**src/rtl/sc_wait_pkg.sv**
```systemverilog
package sc_wait_pkg;
   // flag bit positions shared by clear and enable registers
   localparam int FLG_LONG  = 0;
   localparam int FLG_SHORT = 1;
   localparam int NUM_FLG   = 2;

   function automatic int bytes_for(input int w);
      return (w + 7) / 8;
   endfunction
endpackage

```
**src/rtl/sc_wait_limreg.sv**
```systemverilog
module sc_wait_limreg #(
   parameter int W    = 28,
   parameter int AW   = 3,
   parameter int BASE = 0
) (
   input  logic          clk,
   input  logic          rst_n,
   input  logic          wr_en,
   input  logic [AW-1:0] addr,
   input  logic [7:0]    wdata,
   output wire  [W-1:0]  limit
);
   localparam int NB = sc_wait_pkg::bytes_for(W);

   for (genvar i = 0; i < NB; i++) begin : g_byte
      localparam int BW = ((W - 8*i) >= 8) ? 8 : (W - 8*i);
      logic [BW-1:0] byte_q;
      always_ff @(posedge clk) begin
         if (!rst_n)
            byte_q <= '0;
         else if (wr_en && (addr == AW'(BASE + i)))
            byte_q <= wdata[BW-1:0];
      end
      assign limit[8*i +: BW] = byte_q;
   end
endmodule

```
**src/rtl/sc_wait_timer.sv**
```systemverilog
module sc_wait_timer #(
   parameter int W = 28
) (
   input  logic         clk,
   input  logic         rst_n,
   input  logic         tick,
   input  logic         arm,
   input  logic         stop,
   input  logic         halt,
   input  logic [W-1:0] limit,
   output logic         hit,
   output logic         running
);
   logic [W-1:0] cnt_q;
   logic [W-1:0] lim_q;
   logic [W-1:0] cnt_nx;

   assign cnt_nx  = cnt_q + W'(1);
   assign hit     = running && tick && !arm && !stop && !halt && (cnt_nx == lim_q);

   always_ff @(posedge clk) begin
      if (!rst_n) begin
         cnt_q   <= '0;
         lim_q   <= '0;
         running <= 1'b0;
      end else if (halt) begin
         running <= 1'b0;
      end else if (arm) begin
         cnt_q   <= '0;
         lim_q   <= limit;
         running <= (limit != '0);
      end else if (stop) begin
         running <= 1'b0;
      end else if (running && tick) begin
         cnt_q <= cnt_nx;
         if (cnt_nx == lim_q)
            running <= 1'b0;
      end
   end
endmodule

```
**src/rtl/sc_wait_supervisor.sv**
```systemverilog
module sc_wait_supervisor #(
   parameter  int LONG_W     = 28,
   parameter  int SHORT_W    = 16,
   localparam int LONG_NB    = sc_wait_pkg::bytes_for(LONG_W),
   localparam int SHORT_NB   = sc_wait_pkg::bytes_for(SHORT_W),
   localparam int SHORT_BASE = LONG_NB,
   localparam int CLR_ADDR   = LONG_NB + SHORT_NB,
   localparam int EN_ADDR    = CLR_ADDR + 1,
   localparam int ADDR_W     = $clog2(EN_ADDR + 1)
) (
   input  logic              clk,
   input  logic              rst_n,
   input  logic              etu_tick,
   input  logic              proto_t1,
   input  logic              atr_phase,
   input  logic              tx_char_start,
   input  logic              rx_char_start,
   input  logic              tx_last_char,
   input  logic              short_disable,
   input  logic              reg_wr,
   input  logic [ADDR_W-1:0] reg_addr,
   input  logic [7:0]        reg_wdata,
   output logic              long_flag,
   output logic              short_flag,
   output logic              irq
);
   import sc_wait_pkg::*;

   if (LONG_W < 2 || LONG_W > 32) begin : g_bad_long
      $error("LONG_W must lie in 2..32");
   end
   if (SHORT_W < 2 || SHORT_W > 32) begin : g_bad_short
      $error("SHORT_W must lie in 2..32");
   end

   wire  [LONG_W-1:0]  long_lim;
   wire  [SHORT_W-1:0] short_lim;
   logic [NUM_FLG-1:0] flags_q;
   logic [NUM_FLG-1:0] en_q;
   logic [NUM_FLG-1:0] clr_mask;
   logic [NUM_FLG-1:0] hits;
   logic long_hit, short_hit, long_run, short_run;
   logic long_arm, long_stop, short_arm, short_halt, short_active;

   sc_wait_limreg #(.W(LONG_W), .AW(ADDR_W), .BASE(0)) u_long_lim (
      .clk(clk), .rst_n(rst_n), .wr_en(reg_wr), .addr(reg_addr),
      .wdata(reg_wdata), .limit(long_lim));

   sc_wait_limreg #(.W(SHORT_W), .AW(ADDR_W), .BASE(SHORT_BASE)) u_short_lim (
      .clk(clk), .rst_n(rst_n), .wr_en(reg_wr), .addr(reg_addr),
      .wdata(reg_wdata), .limit(short_lim));

   // long timer: block wait under T=1, work wait under T=0
   assign long_arm  = proto_t1 ? tx_last_char : (tx_char_start | rx_char_start);
   assign long_stop = proto_t1 & rx_char_start;

   sc_wait_timer #(.W(LONG_W)) u_long (
      .clk(clk), .rst_n(rst_n), .tick(etu_tick), .arm(long_arm),
      .stop(long_stop), .halt(1'b0), .limit(long_lim),
      .hit(long_hit), .running(long_run));

   // short timer: initial wait during ATR, character wait under T=1
   assign short_active = atr_phase | proto_t1;
   assign short_arm    = short_active & rx_char_start;
   assign short_halt   = short_disable | ~short_active;

   sc_wait_timer #(.W(SHORT_W)) u_short (
      .clk(clk), .rst_n(rst_n), .tick(etu_tick), .arm(short_arm),
      .stop(1'b0), .halt(short_halt), .limit(short_lim),
      .hit(short_hit), .running(short_run));

   assign hits[FLG_LONG]  = long_hit;
   assign hits[FLG_SHORT] = short_hit;
   assign clr_mask = (reg_wr && reg_addr == ADDR_W'(CLR_ADDR)) ?
                     reg_wdata[NUM_FLG-1:0] : '0;

   always_ff @(posedge clk) begin
      if (!rst_n) begin
         flags_q <= '0;
         en_q    <= '0;
      end else begin
         flags_q <= (flags_q & ~clr_mask) | hits;
         if (reg_wr && reg_addr == ADDR_W'(EN_ADDR))
            en_q <= reg_wdata[NUM_FLG-1:0];
      end
   end

   assign long_flag  = flags_q[FLG_LONG];
   assign short_flag = flags_q[FLG_SHORT];
   assign irq        = |(flags_q & en_q);
endmodule

```
**config.mk**
```make
export PLATFORM = sky130hd
export DESIGN_NAME = sc_wait_supervisor
export DESIGN_NICKNAME = d
export VERILOG_FILES = /design/src/rtl/sc_wait_pkg.sv /design/src/rtl/sc_wait_limreg.sv /design/src/rtl/sc_wait_timer.sv /design/src/rtl/sc_wait_supervisor.sv
export SDC_FILE = /design/constraint.sdc
export NUM_CORES = 1
export LEC_CHECK = 0
export BUFFER_PORTS_ARGS = -buffer_cell sky130_fd_sc_hd__buf_2
export CAP_MARGIN = 10
export CORE_MARGIN = 1.5
export CORE_UTILIZATION = 55
export DETAILED_ROUTE_END_ITERATION = 6
export GPL_TIMING_DRIVEN = 0
export PLACE_DENSITY = 0.72
export SYNTH_ARGS = -nofsm -noshare
export SYNTH_HDL_FRONTEND = slang
export SYNTH_SLANG_ARGS = --single-unit
```
**constraint.sdc**
```tcl
create_clock -name clk -period 3.4 [get_ports clk]
set_input_delay 0.34 -clock clk [delete_from_list [all_inputs] [get_ports clk]]
set_output_delay 0.34 -clock clk [all_outputs]
set_load 0.02 [all_outputs]
```
==> metrics.yaml <==
syn_nets: 893
area_delta_synth_final_pct: 13.0
antenna_cells: 0
drv_cap: 0
tightest_slew_ps: 862
r2r-end: "u_short.running$_SDFFE_PP0P_"
cts_tree: "built"
grt_pass1_wl_mm: 29.0
ys_seq_area_share_pct: 38.9
place_ws_ps: 665
finalSetupViolCount: 0
start_util_pct: 56.3
hold_class: "input pin to register"
routed_wl_mm: 17.9
ys_warn_count: 0
synth_seq_cells: 138
syn_area_per_cell_um2: 8.17
r2r_slack_ps: 590
io_pins: 24
first_global_vias: 5789
timing.fmax_mhz: 356
clk_latency_ps: 420
synth_area_um2: 7100
io_buffers: 20
grt_usage_pct: 27.7
criticalPathCategory: "register to register"
placementRows: 41
dr.first_iter.drc_count: 445
clockRootBuffer: "clkbuf_16"
synth_area_leaders: "dfxtp_1, nand2_1, a21boi_0"
htree_levels: 4
dp_hpwl_mm: 13.3
critPathLaunch: "u_short.cnt_q[0]$_SDFFE_PN0P_"
grt_overflow_total: 0
path_max_fanout: 6
via_per_inst: 5.63
end_kind: "register"
drcViolationCount: 0
worstPathRequired_ps: 3670
period_needed_ps: 2810
power_density_nw_per_um2: 464
rsz0062_at_grt: "false"
setup_slack_ps: 594
clock_skew_ps: 12.5
relSlewSlack_pct: 42.1
async_flop_share_pct: 0
cts_setup_buffers: 0
synthCells: 870
yosysTopAreaCell: "dfxtp_1"
synth_enable_flop_cells: 0
tns_ps: 0
hold_buffers: 0
grt_antenna_before_repair: 0
drive_above_1_share_pct: 8.35
cellLeakagePower_nw: 2.74
stdcell_count: 1094
ir_drop_mv: 0.524
first_pass_iters: 6
start_kind: "register"
outcome: "finished, final reports clean"
timing.final.hold_violations: 0
cts_buffers: 17
yosysTopAreaCellShare_pct: 38.9
clk_pin_slew_ps: 60
die_area_um2: 13600
wl_per_cell_um: 16.3
synth_cell_types: 61
via_count: 6160
ant_nets: 0
critPathArrivalTime_ps: 3070
place_inst: 1062
nets: 932
die_y_um: 117
gp_congestion: 0.887
cts_max_path_buffers: 2
fp.coreArea_um2: 12600
slew_violations: 0
reg2regPathDepth: 8
cp-endpoint: "u_short.running$_SDFFE_PP0P_"
clock-sinks: 138
r2r_start: "u_short.cnt_q[0]$_SDFFE_PN0P_"
grt_max_degree: 17
post-route-period-util_pct: 82.5
ys.flop_type: "dfxtp_1"
chipWidth_um: 117
ctsResizeCount: 0
[how the worst min path moves through the flow]
| stage | startpoint | end | slack [ps] | depth (start not counted) |
|---|---|---|---|---|
| after floorplan | etu_tick | u_short.running$_SDFFE_PP0P_ | 450 | 1 |
| after global placement | u_short_lim.g_byte[0].byte_q[5]$_SDFFE_PN0P_ | u_short_lim.g_byte[0].byte_q[5]$_SDFFE_PN0P_ | 470 | 2 |
| after detailed placement | u_short.lim_q[1]$_SDFFE_PN0P_ | u_short.lim_q[1]$_SDFFE_PN0P_ | 470 | 2 |
| after CTS | etu_tick | u_short.running$_SDFFE_PP0P_ | 200 | 2 |
| after global routing | etu_tick | u_short.running$_SDFFE_PP0P_ | 210 | 2 |
| final | etu_tick | u_short.running$_SDFFE_PP0P_ | 210 | 2 |
[layout make-up]
cell class,instances,area (µm²)
Fill cell,1122,4590
Multi-Input combinational cell,683,4150
Sequential cell,138,2760
Clock buffer,21,470
Tap cell,172,215
Buffer,44,178
Clock inverter,11,136
Timing Repair Buffer,20,100
Inverter,5,18.8
[sequential cells by signal (all words and copies together) (netlist names)]
register,flops
en_q,2
u_short.lim_q,16
u_short.cnt_q,16
u_long.running,1
u_long_lim.g_byte.byte_q,28
u_long.lim_q,28
flags_q,2
u_long.cnt_q,28
u_short.running,1
u_short_lim.g_byte.byte_q,16
[placed cells by master (no fill, tap or decap), types with 4 or more instances in the layout]
| cell | Yosys | layout |
|---|---|---|
| and2_1 | 12 | 12 |
| buf_2 | 6 | 26 |
| or3_1 | 10 | 10 |
| nand3_1 | 26 | 26 |
| nor3_1 | 23 | 23 |
| o21ai_0 | 22 | 22 |
| nor4_1 | 16 | 16 |
| xor2_1 | 23 | 23 |
| inv_1 | 5 | 5 |
| nand4_1 | 16 | 16 |
| a21boi_0 | 82 | 82 |
| and4_1 | 7 | 7 |
| xnor2_1 | 65 | 65 |
| clkbuf_1 | 36 | 37 |
| a21o_1 | 9 | 9 |
| nor2_1 | 49 | 49 |
| clkbuf_16 | 0 | 17 |
| mux2i_1 | 17 | 17 |
| or2_2 | 4 | 4 |
| nand2_1 | 202 | 202 |
| clkinv_4 | 0 | 4 |
| a21oi_1 | 16 | 16 |
| and3_1 | 5 | 5 |
| dfxtp_1 | 138 | 138 |
| nor2b_1 | 28 | 28 |
[report_power, final]
group          internal (mW)  total [mW]  switching (mW)
logic                 0.0684       0.192           0.124
clock network           1.15        1.88           0.729
registers               1.64        1.65          0.0174
[per-layer routing]
metal	global-route usage, %	routed length [µm]
met1	37.7	8740
met5	0	0
met2	44.8	8070
met4	8.19	261
met3	5.66	806
[cells by family (layout without fill, tap and decap cells)]
kind of cell | Yosys count | in the layout | share of synthesized area (%)
and+or+nand+nor | 422 | 422 | 29.7
AOI/OAI and AO/OA | 152 | 152 | 14.8
DFF | 138 | 138 | 38.9
xor gates and xnor gates | 88 | 88 | 10.8
buffers and inverters | 49 | 101 | 2.77
muxes | 19 | 19 | 2.71
adders and majority gates | 2 | 2 | 0.352
[critical path, cell delays in order (launching register included)]
cell and delay, ps:
dfxtp_1 460, ha_1 270, nand3_1 250, nor3_1 380, and2_1 250, xnor2_1 140, nand4_1 110, nor4_1 600
a311oi_1 200
[stage by stage]
stage	hold WS [ps]	power, mW	utilization (%)	cell area [µm²]
6_report	215	3.73	63.6	8030
5_1_grt	212	3.83	63.6	8030
4_1_cts	196	3.74	63.6	8030
3_5_place_dp	475	1.88	58.8	7420
3_3_place_gp	468	1.87	58.8	7420
2_1_floorplan	448	1.81	-	7100
[Yosys cell counts (all sizes together), types with 9 or more instances]
cell      n
nand2   203
dfxtp   138
a21boi   82
xnor2    65
nor2     49
clkbuf   37
nor2b    28
nand3    27
nor3     24
o21ai    24
xor2     23
nor4     20
nand4    19
a21oi    17
mux2i    17
and2     12
or3      10
a21o      9
Note: power is estimated with default switching activity, not from simulation.
